`src/rtl/bcs_pkg.sv`:
```
// Package: shared operation encoding and step-counter width for the
// bus cycle sequencer. Assumes at most three bus cycles per operation.
package bcs_pkg;
    typedef enum logic [1:0] {
        OP_PTR_JUMP = 2'd0,
        OP_INDEXED  = 2'd1,
        OP_RMW      = 2'd2,
        OP_NONE     = 2'd3
    } op_e;

    localparam int STEP_W = 2;
endpackage

```
`src/rtl/bcs_stepper.sv`:
```
// Step counter: tracks whether an operation is in progress and which of
// its cycles is on the bus. Assumes the cycle map flags the final cycle.
// Read cycles advance only with ready; write cycles always advance.
module bcs_stepper
    import bcs_pkg::*;
(
    input  logic              clk,
    input  logic              rst_n,
    input  logic              launch,
    input  logic              cyc_we,
    input  logic              cyc_last,
    input  logic              ready,
    output logic              busy,
    output logic [STEP_W-1:0] step,
    output logic              adv,
    output logic              done
);
    // A cycle completes when it is a write or when memory is ready.
    always_comb begin
        adv  = busy && (cyc_we || ready);
        done = adv && cyc_last;
    end

    // Start, step through and finish an operation.
    always_ff @(posedge clk) begin
        if (!rst_n) begin
            busy <= 1'b0;
            step <= '0;
        end else if (!busy) begin
            if (launch) begin
                busy <= 1'b1;
                step <= '0;
            end
        end else if (adv) begin
            if (cyc_last) begin
                busy <= 1'b0;
                step <= '0;
            end else begin
                step <= step + STEP_W'(1);
            end
        end
    end
endmodule

```
`src/rtl/bcs_cycle_map.sv`:
```
// Cycle map: from the latched operation and the current step, decides the
// address, direction, write data and whether this is the final cycle.
// Also forms the effective address. Purely combinational; assumes the
// page size equals 2**DATA_W bytes.
module bcs_cycle_map
    import bcs_pkg::*;
#(
    parameter int ADDR_W = 16,
    parameter int DATA_W = 8
) (
    input  op_e               op,
    input  logic              legacy,
    input  logic [ADDR_W-1:0] base,
    input  logic [DATA_W-1:0] idx,
    input  logic [ADDR_W-1:0] pc,
    input  logic [STEP_W-1:0] step,
    input  logic [DATA_W-1:0] cap,
    input  logic [DATA_W-1:0] rdata,
    input  logic [DATA_W-1:0] mod_data,
    output logic [ADDR_W-1:0] addr,
    output logic              we,
    output logic [DATA_W-1:0] wdata,
    output logic              last,
    output logic [ADDR_W-1:0] eff
);
    localparam int HI_W = ADDR_W - DATA_W;

    logic [ADDR_W-1:0] sum;
    logic [ADDR_W-1:0] ptr_wrap;
    logic [ADDR_W-1:0] ptr_carry;
    logic              crosses;
    logic              low_full;

    // Candidate addresses shared by the per-kind sequences.
    always_comb begin
        sum       = base + ADDR_W'(idx);
        crosses   = sum[ADDR_W-1:DATA_W] != base[ADDR_W-1:DATA_W];
        low_full  = &base[DATA_W-1:0];
        ptr_wrap  = {base[ADDR_W-1:DATA_W], base[DATA_W-1:0] + DATA_W'(1)};
        ptr_carry = base + ADDR_W'(1);
    end

    // Per-kind, per-step bus cycle description.
    always_comb begin
        addr  = base;
        we    = 1'b0;
        wdata = '0;
        last  = 1'b1;
        eff   = base;
        case (op)
            OP_PTR_JUMP: begin
                eff = {rdata[HI_W-1:0], cap};
                case (step)
                    2'd0: begin addr = base; last = 1'b0; end
                    2'd1: begin
                        if (legacy) begin
                            addr = ptr_wrap;
                        end else if (low_full) begin
                            addr = base;
                            last = 1'b0;
                        end else begin
                            addr = ptr_carry;
                        end
                    end
                    default: addr = ptr_carry;
                endcase
            end
            OP_INDEXED: begin
                eff = sum;
                if (step == 2'd0 && crosses) begin
                    addr = legacy ? {base[ADDR_W-1:DATA_W], sum[DATA_W-1:0]} : pc;
                    last = 1'b0;
                end else begin
                    addr = sum;
                end
            end
            OP_RMW: begin
                case (step)
                    2'd0: last = 1'b0;
                    2'd1: begin
                        last  = 1'b0;
                        we    = legacy;
                        wdata = legacy ? cap : '0;
                    end
                    default: begin
                        we    = 1'b1;
                        wdata = mod_data;
                    end
                endcase
            end
            default: ;
        endcase
    end
endmodule

```
`src/rtl/bus_cycle_seq.sv`:
```
// Top: latches an operation on start, drives its bus cycles through the
// cycle map and step counter, and captures the first byte read.
// Assumes start is only meaningful while idle.
module bus_cycle_seq
    import bcs_pkg::*;
#(
    parameter int ADDR_W = 16,
    parameter int DATA_W = 8
) (
    input  logic              clk,
    input  logic              rst_n,
    input  logic              start,
    input  logic [1:0]        op_kind,
    input  logic              legacy_mode,
    input  logic [ADDR_W-1:0] oper_addr,
    input  logic [DATA_W-1:0] index,
    input  logic [ADDR_W-1:0] last_pc,
    input  logic [DATA_W-1:0] rdata,
    input  logic [DATA_W-1:0] mod_data,
    input  logic              ready,
    output logic              bus_valid,
    output logic [ADDR_W-1:0] bus_addr,
    output logic              bus_we,
    output logic [DATA_W-1:0] bus_wdata,
    output logic              done,
    output logic [ADDR_W-1:0] eff_addr
);
    op_e               op_q;
    logic              legacy_q;
    logic [ADDR_W-1:0] base_q;
    logic [DATA_W-1:0] idx_q;
    logic [ADDR_W-1:0] pc_q;
    logic [DATA_W-1:0] cap_q;
    logic              busy;
    logic [STEP_W-1:0] step;
    logic              adv;
    logic              launch;
    logic [ADDR_W-1:0] m_addr;
    logic              m_we;
    logic [DATA_W-1:0] m_wdata;
    logic              m_last;

    // Accept a start only when idle and with a defined kind.
    always_comb launch = start && !busy && (op_e'(op_kind) != OP_NONE);

    // Latch operation fields at launch.
    always_ff @(posedge clk) begin
        if (!rst_n) begin
            op_q     <= OP_NONE;
            legacy_q <= 1'b0;
            base_q   <= '0;
            idx_q    <= '0;
            pc_q     <= '0;
        end else if (launch) begin
            op_q     <= op_e'(op_kind);
            legacy_q <= legacy_mode;
            base_q   <= oper_addr;
            idx_q    <= index;
            pc_q     <= last_pc;
        end
    end

    // Keep the byte returned by the first completed read.
    always_ff @(posedge clk) begin
        if (!rst_n) cap_q <= '0;
        else if (adv && !m_we && step == '0) cap_q <= rdata;
    end

    bcs_stepper u_step (
        .clk(clk), .rst_n(rst_n), .launch(launch), .cyc_we(m_we),
        .cyc_last(m_last), .ready(ready), .busy(busy), .step(step),
        .adv(adv), .done(done)
    );

    bcs_cycle_map #(.ADDR_W(ADDR_W), .DATA_W(DATA_W)) u_map (
        .op(op_q), .legacy(legacy_q), .base(base_q), .idx(idx_q),
        .pc(pc_q), .step(step), .cap(cap_q), .rdata(rdata),
        .mod_data(mod_data), .addr(m_addr), .we(m_we), .wdata(m_wdata),
        .last(m_last), .eff(eff_addr)
    );

    // Bus outputs are quiet while idle.
    always_comb begin
        bus_valid = busy;
        bus_addr  = busy ? m_addr : '0;
        bus_we    = busy && m_we;
        bus_wdata = busy ? m_wdata : '0;
    end
endmodule

```
`config.mk`:
```
export PLATFORM = sky130hd
export DESIGN_NAME = bus_cycle_seq
export DESIGN_NICKNAME = d
export VERILOG_FILES = /design/src/rtl/bcs_pkg.sv /design/src/rtl/bcs_stepper.sv /design/src/rtl/bcs_cycle_map.sv /design/src/rtl/bus_cycle_seq.sv
export SDC_FILE = /design/constraint.sdc
export NUM_CORES = 1
export LEC_CHECK = 0
export BUFFER_PORTS_ARGS = -buffer_cell sky130_fd_sc_hd__buf_2
export CAP_MARGIN = 20
export CORE_MARGIN = 2
export CORE_UTILIZATION = 55
export CTS_BUF_LIST = sky130_fd_sc_hd__clkbuf_2
export CTS_CLUSTER_DIAMETER = 80
export DETAILED_ROUTE_END_ITERATION = 8
export PLACE_DENSITY_LB_ADDON = 0.3
export SETUP_SLACK_MARGIN = 0.2
export SLEW_MARGIN = 40
export SYNTH_ARGS = -nofsm -noshare
export SYNTH_HDL_FRONTEND = slang
export SYNTH_SLANG_ARGS = --single-unit
```
`constraint.sdc`:
```
create_clock -name clk -period 4 [get_ports clk]
set_input_delay 0.8 -clock clk [delete_from_list [all_inputs] [get_ports clk]]
set_output_delay 0.8 -clock clk [all_outputs]
set_load 0.02 [all_outputs]
```
==> flow_metrics.py <==
metrics = {
    "global_route": {
        "grt_pass1_vias": 4349,
        "grt_pass1_wl_um": 22800,
        "grt_antenna_before_repair": 0,
        "grt_max_degree": 57,
        "grt_overflow": 0,
        "grt_use_total_pct": 33.9,
    },
    "sta": {
        "max_slew_margin_pct": 47.1,
        "tightest_slew_ns": 0.793,
        "setup_ws_ns": 0.259,
        "timing.fmax_mhz": 267,
        "setup_viol": 0,
        "skew_ns": 0.0137,
        "drv_slew": 0,
        "grt_setup_unrepaired": "true",
        "hold_viol_final": 0,
        "tns_ns": 0,
        "period_share_pct": 93.5,
        "min_period_ns": 3.74,
    },
    "placed_design": {
        "dp_hpwl_um": 10600,
        "dp_cells": 754,
        "pre_cts_slack_ns": 0.507,
        "gp_congestion": 0.968,
        "port_buffers": 105,
    },
    "power_and_ir_drop": {
        "ir_drop_mv": 0.184,
        "power_density_nw_per_um2": 239,
        "p_leak_nw": 2.06,
    },
    "final_layout": {
        "layout.cells.non_filler": 769,
        "nets": 744,
        "post-route-util_pct": 69.3,
        "diodes": 0,
        "areaGrowthSynthToFinish_pct": 20.6,
        "drive_gt1_share_pct": 27.3,
        "nFillCells": 651,
    },
    "synth": {
        "synthCells": 586,
        "synth-edff-count": 0,
        "synth_area_per_cell_um2": 7.22,
        "yosys.area.top_type": "dfxtp_1",
        "ys_top_cells_by_area": "dfxtp_1, nand2_1, a21boi_0, mux2i_1, a21oi_1",
        "syn-cell-area_um2": 4230,
        "yosysWarnings": 0,
        "ys_seq_area_share_pct": 25.5,
        "synthFlopType": "dfxtp_1",
        "synth_top_area_share_pct": 25.5,
        "synthesis.nets": 661,
        "synth-async-reset-ratio_pct": 0,
        "ys_types": 60,
        "ys_ff_latch": 54,
    },
    "worst_setup_path": {
        "cp_max_fo": 7,
        "critPathRequiredTime_ns": 3.20,
        "crit_arrival_ns": 2.94,
        "critPathLaunchType": "flop",
        "end_kind": "primary output",
        "crit_type": "flop to primary output",
    },
    "routing": {
        "wl_per_cell_um": 18.9,
        "routed_wl_um": 14600,
        "drc": 0,
        "dr_total_vias": 4850,
        "drt-pass1-iter-count": 5,
        "postRouteAntennaNets": 0,
        "viasPerCell": 6.31,
        "drtIter0Drc": 408,
    },
    "hold_path": {
        "hold_class": "flop to flop",
    },
    "cts": {
        "postCtsHoldBufs": 0,
        "cts_htree_levels": 2,
        "cts_root_buffer": "clkbuf_2",
        "cts.sinks": 54,
        "cts_tree": "built",
        "cts_buffers": 5,
        "clk_transition_reported_paths_ns": 0.25,
        "clock_latency_ns": 0.45,
        "clk_path_buf_depth": 2,
    },
    "die": {
        "start_util_pct": 57.4,
        "die_h_um": 91.7,
        "fp-row-count": 31,
        "core_area_um2": 7370,
        "io_pins": 106,
        "die_w_um": 91.7,
        "fp.dieArea_um2": 8410,
    },
    "flow_run": {
        "max_cap_violations": 0,
    },
    "status": {
        "status": "finished clean",
    },
}
[routing by layer]
| metal | vias to the layer above | track usage, % | routed length, µm |
|---|---|---|---|
| met4 | 0 | 13.7 | 508 |
| met5 | - | 0 | 0 |
| li1 | 2280 | - | - |
| met3 | 43 | 4.68 | 1180 |
| met1 | 2246 | 45.0 | 6190 |
| met2 | 281 | 55.3 | 6680 |
[where the power goes]
part           internal, W  switching, W  total (W)
clock            0.0000430      0.000175   0.000218
combinational     0.000150      0.000225   0.000375
sequential        0.000572     0.0000574   0.000629
total             0.000765      0.000458    0.00122
[final cells by class]
| class | instances | area [µm²] | share of cell area, % |
|---|---|---|---|
| well taps | 99 | 124 | 2.43 |
| clock buffers | 6 | 30.0 | 0.588 |
| inverters | 11 | 41.3 | 0.809 |
| clock inverters | 2 | 8.76 | 0.172 |
| flip-flops and latches | 54 | 1100 | 21.5 |
| repair buffers | 124 | 694 | 13.6 |
| multi-input cells | 473 | 3110 | 60.9 |
[repair_timing]
action | in CTS | in global routing
endpoints found under the setup margin | 18 | 17
gates cloned | 2 | 0
resized for setup | 22 | 31
pin swaps | 7 | 8
setup buffers | 2 | 3
[cell usage after synthesis (2+ instances only)]
master,n
a21oi_1,40
nand2_1,108
or2_2,2
clkbuf_1,41
mux2_2,5
and4_1,4
a41oi_1,2
ha_1,11
o2111ai_1,2
a221oi_1,3
nor3_1,7
nand4_1,8
o32ai_1,2
nand2b_1,5
o221ai_1,8
nor2_1,48
xor2_1,7
and3_1,7
buf_1,4
o21ai_0,30
xnor2_1,6
and2_1,3
a21o_1,6
mux2i_1,26
o211ai_1,6
a22oi_1,8
o21a_1,4
a31oi_1,10
nor2_2,2
nor3b_1,2
a211oi_1,7
inv_1,10
o22a_1,4
a2111oi_0,2
nand3_1,8
nor2b_1,12
a311oi_1,5
a21boi_0,43
dfxtp_1,54
o22ai_1,2
buf_2,3
[layout by cell type (no fill, tap or decap), types with 3 or more instances in the layout]
cell type / synthesis / routed
nor3_1: 7 / 5
nand4_1: 8 / 8
nand2b_1: 5 / 4
mux2i_1: 26 / 26
xor2_1: 7 / 7
and3_1: 7 / 7
clkbuf_2: 0 / 6
xnor2_1: 6 / 6
ha_1: 11 / 9
and2_1: 3 / 3
o21a_1: 4 / 4
nor2_2: 2 / 3
o221ai_1: 8 / 7
nand3_1: 8 / 8
buf_2: 3 / 99
inv_1: 10 / 9
o22a_1: 4 / 4
mux2_2: 5 / 4
a31oi_1: 10 / 10
dfxtp_1: 54 / 44
a22oi_1: 8 / 8
nor2_1: 48 / 46
nor2b_1: 12 / 11
a21boi_0: 43 / 43
and4_1: 4 / 4
o211ai_1: 6 / 6
a211oi_1: 7 / 5
o21ai_0: 30 / 29
a21o_1: 6 / 5
dfxtp_2: 0 / 9
a21oi_1: 40 / 36
a311oi_2: 0 / 4
nand2_1: 108 / 107
buf_4: 1 / 23
[state kept, by name, indices dropped and copies added, names as in the netlist]
signal,flops
pc_q,16
idx_q,8
u_step.busy,1
cap_q,8
u_step.step,2
op_q,2
base_q,16
legacy_q,1
[worst paths after layout]
| path | startpoint | to | slack [ns] | cells past startpoint |
|---|---|---|---|---|
| worst max-delay path | idx_q[0] | bus_addr[4] | 0.26 | 10 |
| worst min register to register | pc_q[4] | pc_q[4] | 0.48 | 2 |
| worst min-delay path | pc_q[4] | pc_q[4] | 0.48 | 2 |
| worst max register to register | u_step.step[0] | cap_q[3] | 1.62 | 7 |
[worst max-delay path: stages, from the launching register on]
cell	delay, ns
dfxtp_2	0.42
ha_4	0.15
inv_2	0.04
fa_2	0.36
nand2b_4	0.17
a211oi_4	0.31
nor2_4	0.13
a211o_4	0.40
mux2i_1	0.14
a21oi_1	0.21
buf_4	0.17
[cell families after synthesis]
kind of cell,count (synthesis),share of synthesized area (%)
XOR/XNOR,13,2.69
buffers and inverters,61,5.77
adder cells (fa/ha/maj),12,3.73
AO/OA/AOI/OAI,193,31.1
AND/OR/NAND/NOR,222,23.7
multiplexers,31,7.48
flip-flops,54,25.5
[stage by stage]
stage / cell area [µm²] / total power [W] / hold WS [ns]
finish: 5100 / 0.00122 / 0.485
floorplan: 4230 / 0.000851 / 0.441
detailed placement: 4800 / 0.000983 / 0.459
global placement: 4790 / 0.000972 / 0.454
CTS: 4940 / 0.00121 / 0.486
global route: 5100 / 0.00129 / 0.507
(Power assumes the default switching activity.)
